===== src/rtl/vcsr_pkg.sv =====
package vcsr_pkg;

   localparam int ADDR_W = 12;

   localparam logic [ADDR_W-1:0] A_FFLAGS = 12'h001;
   localparam logic [ADDR_W-1:0] A_FRM    = 12'h002;
   localparam logic [ADDR_W-1:0] A_FCSR   = 12'h003;
   localparam logic [ADDR_W-1:0] A_VSTART = 12'h008;
   localparam logic [ADDR_W-1:0] A_VXSAT  = 12'h009;
   localparam logic [ADDR_W-1:0] A_VXRM   = 12'h00A;
   localparam logic [ADDR_W-1:0] A_VL     = 12'hC20;
   localparam logic [ADDR_W-1:0] A_VTYPE  = 12'hC21;

   // combined FP control layout
   localparam int FLG_LSB  = 0;
   localparam int FLG_W    = 5;
   localparam int FRM_LSB  = 5;
   localparam int FRM_W    = 3;
   localparam int SAT_BIT  = 8;
   localparam int FXR_LSB  = 9;
   localparam int FXR_W    = 2;
   localparam int FCSR_TOP = FXR_LSB + FXR_W;

   typedef enum logic [3:0] {
      SEL_NONE,
      SEL_FFLAGS,
      SEL_FRM,
      SEL_FCSR,
      SEL_VSTART,
      SEL_VXSAT,
      SEL_VXRM,
      SEL_VL,
      SEL_VTYPE
   } csr_sel_e;

endpackage


===== src/rtl/vcsr_decode.sv =====
module vcsr_decode
   import vcsr_pkg::*;
(
   input  logic              req_valid,
   input  logic [ADDR_W-1:0] req_addr,
   input  logic              req_we,
   input  logic              vec_present,
   input  logic              fp_enabled,
   output csr_sel_e          sel,
   output logic              illegal,
   output logic              wr_en
);

   logic deny;

   always_comb begin
      unique case (req_addr)
         A_FFLAGS: sel = SEL_FFLAGS;
         A_FRM:    sel = SEL_FRM;
         A_FCSR:   sel = SEL_FCSR;
         A_VSTART: sel = SEL_VSTART;
         A_VXSAT:  sel = SEL_VXSAT;
         A_VXRM:   sel = SEL_VXRM;
         A_VL:     sel = SEL_VL;
         A_VTYPE:  sel = SEL_VTYPE;
         default:  sel = SEL_NONE;
      endcase
   end

   always_comb begin
      unique case (sel)
         SEL_FFLAGS, SEL_FRM:            deny = !fp_enabled;
         SEL_FCSR:                       deny = !(fp_enabled || vec_present);
         SEL_VSTART, SEL_VXSAT, SEL_VXRM: deny = !vec_present;
         SEL_VL, SEL_VTYPE:              deny = !vec_present || req_we;
         default:                        deny = 1'b1;
      endcase
   end

   assign illegal = req_valid && deny;
   assign wr_en   = req_valid && req_we && !deny;

endmodule


===== src/rtl/vcsr_fp_regs.sv =====
module vcsr_fp_regs
   import vcsr_pkg::*;
(
   input  logic                clk,
   input  logic                rst_n,
   input  logic                wr_en,
   input  csr_sel_e            sel,
   input  logic [FRM_LSB+FRM_W-1:0] wdata,
   output logic [FLG_W-1:0]    fflags_q,
   output logic [FRM_W-1:0]    frm_q
);

   logic             flg_we;
   logic             frm_we;
   logic [FLG_W-1:0] flg_d;
   logic [FRM_W-1:0] frm_d;

   always_comb begin
      flg_we = 1'b0;
      frm_we = 1'b0;
      flg_d  = wdata[FLG_LSB +: FLG_W];
      frm_d  = wdata[FRM_W-1:0];
      if (wr_en) begin
         unique case (sel)
            SEL_FFLAGS: flg_we = 1'b1;
            SEL_FRM:    frm_we = 1'b1;
            SEL_FCSR: begin
               flg_we = 1'b1;
               frm_we = 1'b1;
               frm_d  = wdata[FRM_LSB +: FRM_W];
            end
            default: ;
         endcase
      end
   end

   always_ff @(posedge clk or negedge rst_n) begin
      if (!rst_n) begin
         fflags_q <= '0;
         frm_q    <= '0;
      end else begin
         if (flg_we) fflags_q <= flg_d;
         if (frm_we) frm_q    <= frm_d;
      end
   end

endmodule


===== src/rtl/vcsr_vec_regs.sv =====
module vcsr_vec_regs
   import vcsr_pkg::*;
#(
   parameter int XLEN    = 32,
   parameter int VL_W    = 32,
   parameter int VTYPE_W = 32
)(
   input  logic               clk,
   input  logic               rst_n,
   input  logic               wr_en,
   input  csr_sel_e           sel,
   input  logic [XLEN-1:0]    wdata,
   input  logic               vec_present,
   input  logic               cfg_load,
   input  logic [VL_W-1:0]    cfg_vl,
   input  logic [VTYPE_W-1:0] cfg_vtype,
   output logic [XLEN-1:0]    vstart_q,
   output logic [FXR_W-1:0]   vxrm_q,
   output logic               vxsat_q,
   output logic [XLEN-1:0]    vl_x,
   output logic [XLEN-1:0]    vtype_x
);

   logic [VL_W-1:0]    vl_q;
   logic [VTYPE_W-1:0] vtype_q;
   logic               fcsr_vec_we;
   logic               fxr_we;
   logic               sat_we;
   logic [FXR_W-1:0]   fxr_d;
   logic               sat_d;

   assign fcsr_vec_we = wr_en && (sel == SEL_FCSR) && vec_present;

   always_comb begin
      fxr_we = 1'b0;
      sat_we = 1'b0;
      fxr_d  = wdata[FXR_W-1:0];
      sat_d  = wdata[0];
      if (fcsr_vec_we) begin
         fxr_we = 1'b1;
         sat_we = 1'b1;
         fxr_d  = wdata[FXR_LSB +: FXR_W];
         sat_d  = wdata[SAT_BIT];
      end else if (wr_en && sel == SEL_VXRM) begin
         fxr_we = 1'b1;
      end else if (wr_en && sel == SEL_VXSAT) begin
         sat_we = 1'b1;
      end
   end

   always_ff @(posedge clk or negedge rst_n) begin
      if (!rst_n) begin
         vstart_q <= '0;
         vxrm_q   <= '0;
         vxsat_q  <= 1'b0;
      end else begin
         if (wr_en && sel == SEL_VSTART) vstart_q <= wdata;
         if (fxr_we) vxrm_q  <= fxr_d;
         if (sat_we) vxsat_q <= sat_d;
      end
   end

   always_ff @(posedge clk or negedge rst_n) begin
      if (!rst_n) begin
         vl_q    <= '0;
         vtype_q <= '0;
      end else if (cfg_load) begin
         vl_q    <= cfg_vl;
         vtype_q <= cfg_vtype;
      end
   end

   generate
      if (VL_W == XLEN) begin : g_vl_full
         assign vl_x = vl_q;
      end else begin : g_vl_ext
         assign vl_x = {{(XLEN-VL_W){1'b0}}, vl_q};
      end
      if (VTYPE_W == XLEN) begin : g_vt_full
         assign vtype_x = vtype_q;
      end else begin : g_vt_ext
         assign vtype_x = {{(XLEN-VTYPE_W){1'b0}}, vtype_q};
      end
   endgenerate

endmodule


===== src/rtl/vcsr_unit.sv =====
module vcsr_unit
   import vcsr_pkg::*;
#(
   parameter int XLEN    = 32,
   parameter int VL_W    = 32,
   parameter int VTYPE_W = 32
)(
   input  logic               clk,
   input  logic               rst_n,
   input  logic               req_valid,
   input  logic [11:0]        req_addr,
   input  logic               req_we,
   input  logic [XLEN-1:0]    req_wdata,
   input  logic               vec_present,
   input  logic               fp_enabled,
   input  logic               cfg_load,
   input  logic [VL_W-1:0]    cfg_vl,
   input  logic [VTYPE_W-1:0] cfg_vtype,
   output logic [XLEN-1:0]    rsp_rdata,
   output logic               rsp_illegal
);

   localparam int PAD_W = XLEN - FCSR_TOP;

   generate
      if (XLEN != 32 && XLEN != 64) begin : g_bad_xlen
         $error("vcsr_unit: XLEN must be 32 or 64");
      end
      if (VL_W < 1 || VL_W > XLEN) begin : g_bad_vl
         $error("vcsr_unit: VL_W must lie in 1..XLEN");
      end
      if (VTYPE_W < 1 || VTYPE_W > XLEN) begin : g_bad_vtype
         $error("vcsr_unit: VTYPE_W must lie in 1..XLEN");
      end
   endgenerate

   csr_sel_e         sel;
   logic             illegal;
   logic             wr_en;
   logic [XLEN-1:0]  vstart_q;
   logic [FXR_W-1:0] vxrm_q;
   logic             vxsat_q;
   logic [XLEN-1:0]  vl_x;
   logic [XLEN-1:0]  vtype_x;
   logic [FLG_W-1:0] fflags_q;
   logic [FRM_W-1:0] frm_q;
   logic [XLEN-1:0]  fcsr_view;
   logic [XLEN-1:0]  mux_q;

   vcsr_decode u_dec (
      .req_valid   (req_valid),
      .req_addr    (req_addr),
      .req_we      (req_we),
      .vec_present (vec_present),
      .fp_enabled  (fp_enabled),
      .sel         (sel),
      .illegal     (illegal),
      .wr_en       (wr_en)
   );

   vcsr_fp_regs u_fp (
      .clk      (clk),
      .rst_n    (rst_n),
      .wr_en    (wr_en),
      .sel      (sel),
      .wdata    (req_wdata[FRM_LSB+FRM_W-1:0]),
      .fflags_q (fflags_q),
      .frm_q    (frm_q)
   );

   vcsr_vec_regs #(
      .XLEN    (XLEN),
      .VL_W    (VL_W),
      .VTYPE_W (VTYPE_W)
   ) u_vec (
      .clk         (clk),
      .rst_n       (rst_n),
      .wr_en       (wr_en),
      .sel         (sel),
      .wdata       (req_wdata),
      .vec_present (vec_present),
      .cfg_load    (cfg_load),
      .cfg_vl      (cfg_vl),
      .cfg_vtype   (cfg_vtype),
      .vstart_q    (vstart_q),
      .vxrm_q      (vxrm_q),
      .vxsat_q     (vxsat_q),
      .vl_x        (vl_x),
      .vtype_x     (vtype_x)
   );

   // vector fields appear in the combined view only with the vector unit
   assign fcsr_view = {{PAD_W{1'b0}},
                       vxrm_q  & {FXR_W{vec_present}},
                       vxsat_q & vec_present,
                       frm_q,
                       fflags_q};

   always_comb begin
      unique case (sel)
         SEL_FFLAGS: mux_q = {{(XLEN-FLG_W){1'b0}}, fflags_q};
         SEL_FRM:    mux_q = {{(XLEN-FRM_W){1'b0}}, frm_q};
         SEL_FCSR:   mux_q = fcsr_view;
         SEL_VSTART: mux_q = vstart_q;
         SEL_VXSAT:  mux_q = {{(XLEN-1){1'b0}}, vxsat_q};
         SEL_VXRM:   mux_q = {{(XLEN-FXR_W){1'b0}}, vxrm_q};
         SEL_VL:     mux_q = vl_x;
         SEL_VTYPE:  mux_q = vtype_x;
         default:    mux_q = '0;
      endcase
   end

   assign rsp_rdata   = (req_valid && !illegal) ? mux_q : '0;
   assign rsp_illegal = illegal;

endmodule


===== config.mk =====
export PLATFORM = sky130hd
export DESIGN_NAME = vcsr_unit
export DESIGN_NICKNAME = d
export VERILOG_FILES = /design/src/rtl/vcsr_pkg.sv /design/src/rtl/vcsr_decode.sv /design/src/rtl/vcsr_fp_regs.sv /design/src/rtl/vcsr_vec_regs.sv /design/src/rtl/vcsr_unit.sv
export SDC_FILE = /design/constraint.sdc
export NUM_CORES = 1
export LEC_CHECK = 0
export BUFFER_PORTS_ARGS = -buffer_cell sky130_fd_sc_hd__buf_2
export CAP_MARGIN = 30
export CORE_UTILIZATION = 49
export CTS_BUF_LIST = sky130_fd_sc_hd__clkbuf_8
export CTS_CLUSTER_SIZE = 24
export DETAILED_ROUTE_END_ITERATION = 16
export PLACE_DENSITY = 0.85
export SLEW_MARGIN = 20
export SYNTH_ARGS = -nofsm -noshare
export SYNTH_HDL_FRONTEND = slang
export SYNTH_SLANG_ARGS = --single-unit

===== constraint.sdc =====
create_clock -name clk -period 1.45 [get_ports clk]
set_clock_uncertainty 0.1 [all_clocks]
set_input_delay 0.0725 -clock clk [delete_from_list [all_inputs] [get_ports clk]]
set_output_delay 0.0725 -clock clk [all_outputs]
set_load 0.03 [all_outputs]

# Word-level counts from Yosys, hierarchy flattened
# Cells that the tools add are included.
[totals] regBits=107 input_bits=115 out_inout_bits=33
[classes] n_eq_ne=16 muxes=17 n_bitwise=2 reduce_logical=21
[op_table] op="one-hot mux 32 bit (8 select lines)" count=1
[op_table] op="== test 12 x 4 -> 1 bit (second input constant)" count=3
[op_table] op="two-way mux 32 bit" count=1
[op_table] op="one-hot mux 4 bit (8 select lines)" count=1
[op_table] op="== test 12 bit (second input constant)" count=2
[op_table] op="== test 12 x 2 -> 1 bit (second input constant)" count=2
[op_table] op="== test 4 x 3 -> 1 bit (second input constant)" count=4
[op_table] op="== test 12 x 1 -> 1 bit (second input constant)" count=1
[op_table] op="two-way mux 1 bit" count=10
[op_table] op="logical AND 1 bit" count=9
[op_table] op="== test 4 x 2 -> 1 bit (second input constant)" count=2
[op_table] op="OR reduction 2 bit" count=4
[op_table] op="two-way mux 3 bit" count=2
[op_table] op="logical NOT 1 bit" count=5
[op_table] op="== test 4 x 1 -> 1 bit (second input constant)" count=1
[op_table] op="== test 4 bit (second input constant)" count=1
[op_table] op="one-hot mux 1 bit (4 select lines)" count=1
[op_table] op="OR reduction 3 bit" count=1
[op_table] op="AND 2 bit" count=1
[op_table] op="logical OR 1 bit" count=2
[op_table] op="two-way mux 2 bit" count=1
[op_table] op="AND 1 bit" count=1

# Depth between registers and ports, before layout
[logic_depth] depth_word=11 ltp_mapped=7 ltp_nobuf=5

# Hierarchy
# A second synthesis with hierarchy kept.
[hier_totals] hier_cells=493 hier_area_um2=5688.0
[modules_own_cells] module="vcsr_vec_regs" instances=1 cells_each=227 area_each_um2=3784.9 seq_area_each_um2=2477.4
[modules_own_cells] module="vcsr_unit" instances=1 cells_each=215 area_each_um2=1342.5 seq_area_each_um2=0.0
[modules_own_cells] module="vcsr_fp_regs" instances=1 cells_each=21 area_each_um2=352.8 seq_area_each_um2=200.2
[modules_own_cells] module="vcsr_decode" instances=1 cells_each=30 area_each_um2=207.7 seq_area_each_um2=0.0

# Worst setup path after synthesis
# OpenSTA, ideal clock, no wires.
[synth_path] path_type="input -> output" from="in req_addr[11]" to="out rsp_rdata[3]" arrival_time_ns=1.842 required_time_ns=1.278 path_slack_ns=-0.565 stages=6 path_buffers=1 cell_sequence="nor4_4 > o31ai_1 > a221oi_2 > nand4_4 > buf_6 > a21oi_1"
[synth_between] elab_chain_cells=9 elab_cells_between_ends=26
[synth_lines] element="start, declared" line_no="vcsr_unit.sv:11" text="input logic [11:0] req_addr,"
[synth_lines] element="== test 12 bit, or another cell as far along" line_no="vcsr_decode.sv:17" text="unique case (req_addr)"
[synth_lines] element="one-hot mux 4 bit (8 select lines) (*)" line_no="vcsr_decode.sv:17"
[synth_lines] element="== test 4 x 3 -> 1 bit, or another cell as far along" line_no="vcsr_decode.sv:31, vcsr_unit.sv:100"
[synth_lines] element="OR reduction 3 bit / OR reduction 2 bit (equally long branches)" line_no="vcsr_decode.sv:31" text="unique case (sel)"
[synth_lines] element="one-hot mux 1 bit (4 select lines)" line_no="vcsr_decode.sv:31"
[synth_lines] element="logical AND 1 bit" line_no="vcsr_decode.sv:40" text="assign illegal = req_valid && deny;"
[synth_lines] element="logical NOT 1 bit" line_no="vcsr_unit.sv:113" text="assign rsp_rdata = (req_valid && !illegal) ? mux_q : '0;"
[synth_lines] element="logical AND 1 bit" line_no="vcsr_unit.sv:113"
[synth_lines] element="two-way mux 32 bit (*)" line_no="vcsr_unit.sv:113"
[synth_lines] element="end, declared" line_no="vcsr_unit.sv:19" text="output logic [XLEN-1:0] rsp_rdata,"
# Mark *: on every way between the ends. The rest lies on a longest branch, timed or not.

# Worst setup path in the final report
[layout_path] from="in req_addr[11]" to="out rsp_rdata[17]"
# The elaborated chain is that of the path after synthesis.

==> results.sh <==
export IMPL_status="finished, violations left"
export IMPL_violations="negative setup slack"
export IMPL_grt_pass1_wl_um=29100
export IMPL_fin_util_pct=83.7
export IMPL_antennaDiodeCount=0
export IMPL_fp_row_count=37
export IMPL_power_density_nw_per_um2=718
export IMPL_rsz0062_at_grt="true"
export IMPL_fillers=516
export IMPL_synth_area_top_cells="dfrtp_1 (51%), mux2_2 (16%), mux2_4 (8.5%), a222oi_1 (2.7%), a22oi_1 (2.0%)"
export IMPL_timing_final_crit_share_pct=145
export IMPL_yosys_area_top_type_share_pct=50.7
export IMPL_synth_cell_types=45
export IMPL_wire_per_inst_um=22.8
export IMPL_vias=5012
export IMPL_rrSetupSlack_ps=450
export IMPL_drcViolationCount=0
export IMPL_synth_seq_area_share_pct=50.7
export IMPL_stdcell_count=855
export IMPL_antenna_found_initial=0
export IMPL_cp_end_kind="primary output"
export IMPL_total_power_w=0.00623
export IMPL_max_cap_violations=0
export IMPL_clkLatencyLatePin_ps=360
export IMPL_hpwl_um=10600
export IMPL_antenna_left=0
export IMPL_die_x_um=106
export IMPL_min_period_ps=2100
export IMPL_start_util_pct=50.9
export IMPL_io_buffers=147
export IMPL_avgSynthCellArea_um2=12.9
export IMPL_first_global_vias=5525
export IMPL_io_pins=148
export IMPL_worstMarginPinSlew_ps=770
export IMPL_clkSinkCount=107
export IMPL_grt_usage_pct=34.6
export IMPL_synth_ff_type="dfrtp_1"
export IMPL_numCtsBuffers=9
export IMPL_clk_pin_slew_ps=100
export IMPL_fp_dieH_um=106
export IMPL_p_leak_nw=3.90
export IMPL_drt_pass1_iter_count=6
export IMPL_grt_remaining_overflow=0
export IMPL_gp_congestion=0.935
export IMPL_finalSetupViolations=76
export IMPL_layout_drive_gt1_share_pct=56.6
export IMPL_syn_area_um2=5280
export IMPL_max_freq_mhz=476
export IMPL_slew_viol_final=0
export IMPL_final_common_cell="buf_2"
export IMPL_layout_common_cells="buf_2 (111), dfrtp_1 (107), dlygate4sd3_1 (97)"
export IMPL_finalHoldViolCount=0
export IMPL_critPathKind="primary input to primary output"
export IMPL_wl_um=19500
export IMPL_grt_max_degree=42
export IMPL_worst_hold_path_type="primary input to register"
export IMPL_syn2layout_area_growth_pct=64.6
export IMPL_cp_max_fo=12
export IMPL_async_reset_ff_share_pct=100
export IMPL_vias_per_cell=5.86
export IMPL_root_buffer="clkbuf_8"
export IMPL_synth_nets=524
export IMPL_synth_seq_cells=107
export IMPL_yosysWarnings=0
export IMPL_whs_ps=56.3
export IMPL_core_um2=10400
export IMPL_required_ps=1280
export IMPL_dieArea_um2=11200
export IMPL_max_vdd_ir_drop_uv=604
export IMPL_worstSetupStartpointType="primary input"
export IMPL_max_slew_margin_pct=48.7
export IMPL_cts_tree="built"
export IMPL_critPathArrivalTime_ps=1930
export IMPL_drt_initial_drc_count=419
export IMPL_dp_cells=725
export IMPL_final_setup_worst_slack_ps=-653
export IMPL_place_area_um2=6850
export IMPL_htree_levels=3
export IMPL_synth_edff_count=0
export IMPL_synthesis_instances=409
export IMPL_fin_area_um2=8680
export IMPL_nets=829
export IMPL_yosysTopAreaCell="dfrtp_1"
export IMPL_clk_path_buf_depth=2
-- per-layer routing --
metal	routed length [um]	share of wire, %	GRT usage (%)	vias up
met2	10200	52	61.7	305
met4	1140	5.9	18.5	0
li1	-	-	-	2146
met1	6840	35	37.8	2470
met5	0	0	0	-
met3	1340	6.8	8.35	91
-- path summary, 6_finish.rpt --
kind                                   startpoint                end  depth (start not counted)
worst max-delay path                 req_addr[11]      rsp_rdata[17]                         10
worst min-delay path                     cfg_load     u_vec.vl_x[17]                          2
worst max register to register  u_vec.vtype_x[20]  u_vec.vtype_x[20]                          1
worst min register to register   u_vec.vtype_x[1]   u_vec.vtype_x[1]                          1
max in group asynchronous                   rst_n  u_vec.vstart_q[9]                          3
min in group asynchronous                   rst_n     u_vec.vl_x[22]                          2
-- repair_timing --
action,CTS,global route
buffers inserted,12,2
hold buffers,97,0
hold endpoints to repair,214,0
gates cloned,3,0
gates resized for setup,102,23
endpoints found under the setup margin,73,76
pin swaps,17,12
-- critical path: stages --
cell      delay, ps
buf_8           100
buf_4           120
and3_1          150
nand4_2          80
buf_4           170
nor2_4           50
buf_4           200
a222oi_1        730
nor2_4           80
buf_6           170
-- logic make-up after synthesis --
logic type / count (synthesis) / synth area share (%)
buf+inv: 28 / 3.08
mux: 113 / 26.1
compound gates: 77 / 10.9
simple gates: 84 / 9.20
flops: 107 / 50.7
-- power by group --
part	internal [W]	switching (W)	total [W]
clock	0.000903	0.00108	0.00199
combinational	0.000561	0.000394	0.000955
sequential	0.00316	0.000127	0.00329
-- metrics by stage --
stage | setup TNS, ps | setup slack, ps
global placement | -40600 | -584
global route | -36540 | -703
detailed placement | -43410 | -629
CTS | -29080 | -596
finish | -31490 | -653
floorplan | -19980 | -345
-- synth_stat cells, types with 2 or more instances --
library cell	n
dfrtp_1	107
mux2_2	77
mux2_4	30
nand2_1	26
nor2_1	23
a21oi_1	19
a222oi_1	14
a22oi_1	14
buf_2	10
clkbuf_1	9
a21oi_2	6
and3_1	6
buf_6	6
mux2i_1	6
a31oi_1	5
a221oi_1	4
nor3_2	4
o21ai_0	4
and3b_1	3
inv_1	3
nor2_2	3
o22ai_1	3
and4b_1	2
nand3_1	2
nor3_1	2
or2_2	2
-- state kept, by name, indices dropped and copies added (netlist names) --
name            cells
u_fp.frm_q          3
u_vec.vxsat_q       1
u_fp.fflags_q       5
u_vec.vtype_x      32
u_vec.vl_x         32
u_vec.vstart_q     32
u_vec.vxrm_q        2
-- area by class of cell --
| cell class | count | area [um^2] | area share [%] |
|---|---|---|---|
| Multi-Input combinational cell | 274 | 2900 | 33.4 |
| Timing Repair Buffer | 319 | 2720 | 31.3 |
| Sequential cell | 107 | 2680 | 30.8 |
| Tap cell | 136 | 170 | 1.96 |
| Clock buffer | 11 | 151 | 1.74 |
| Clock inverter | 5 | 57.6 | 0.663 |
| Inverter | 3 | 11.3 | 0.130 |
No activity file was read; power rests on OpenSTA's default activity.
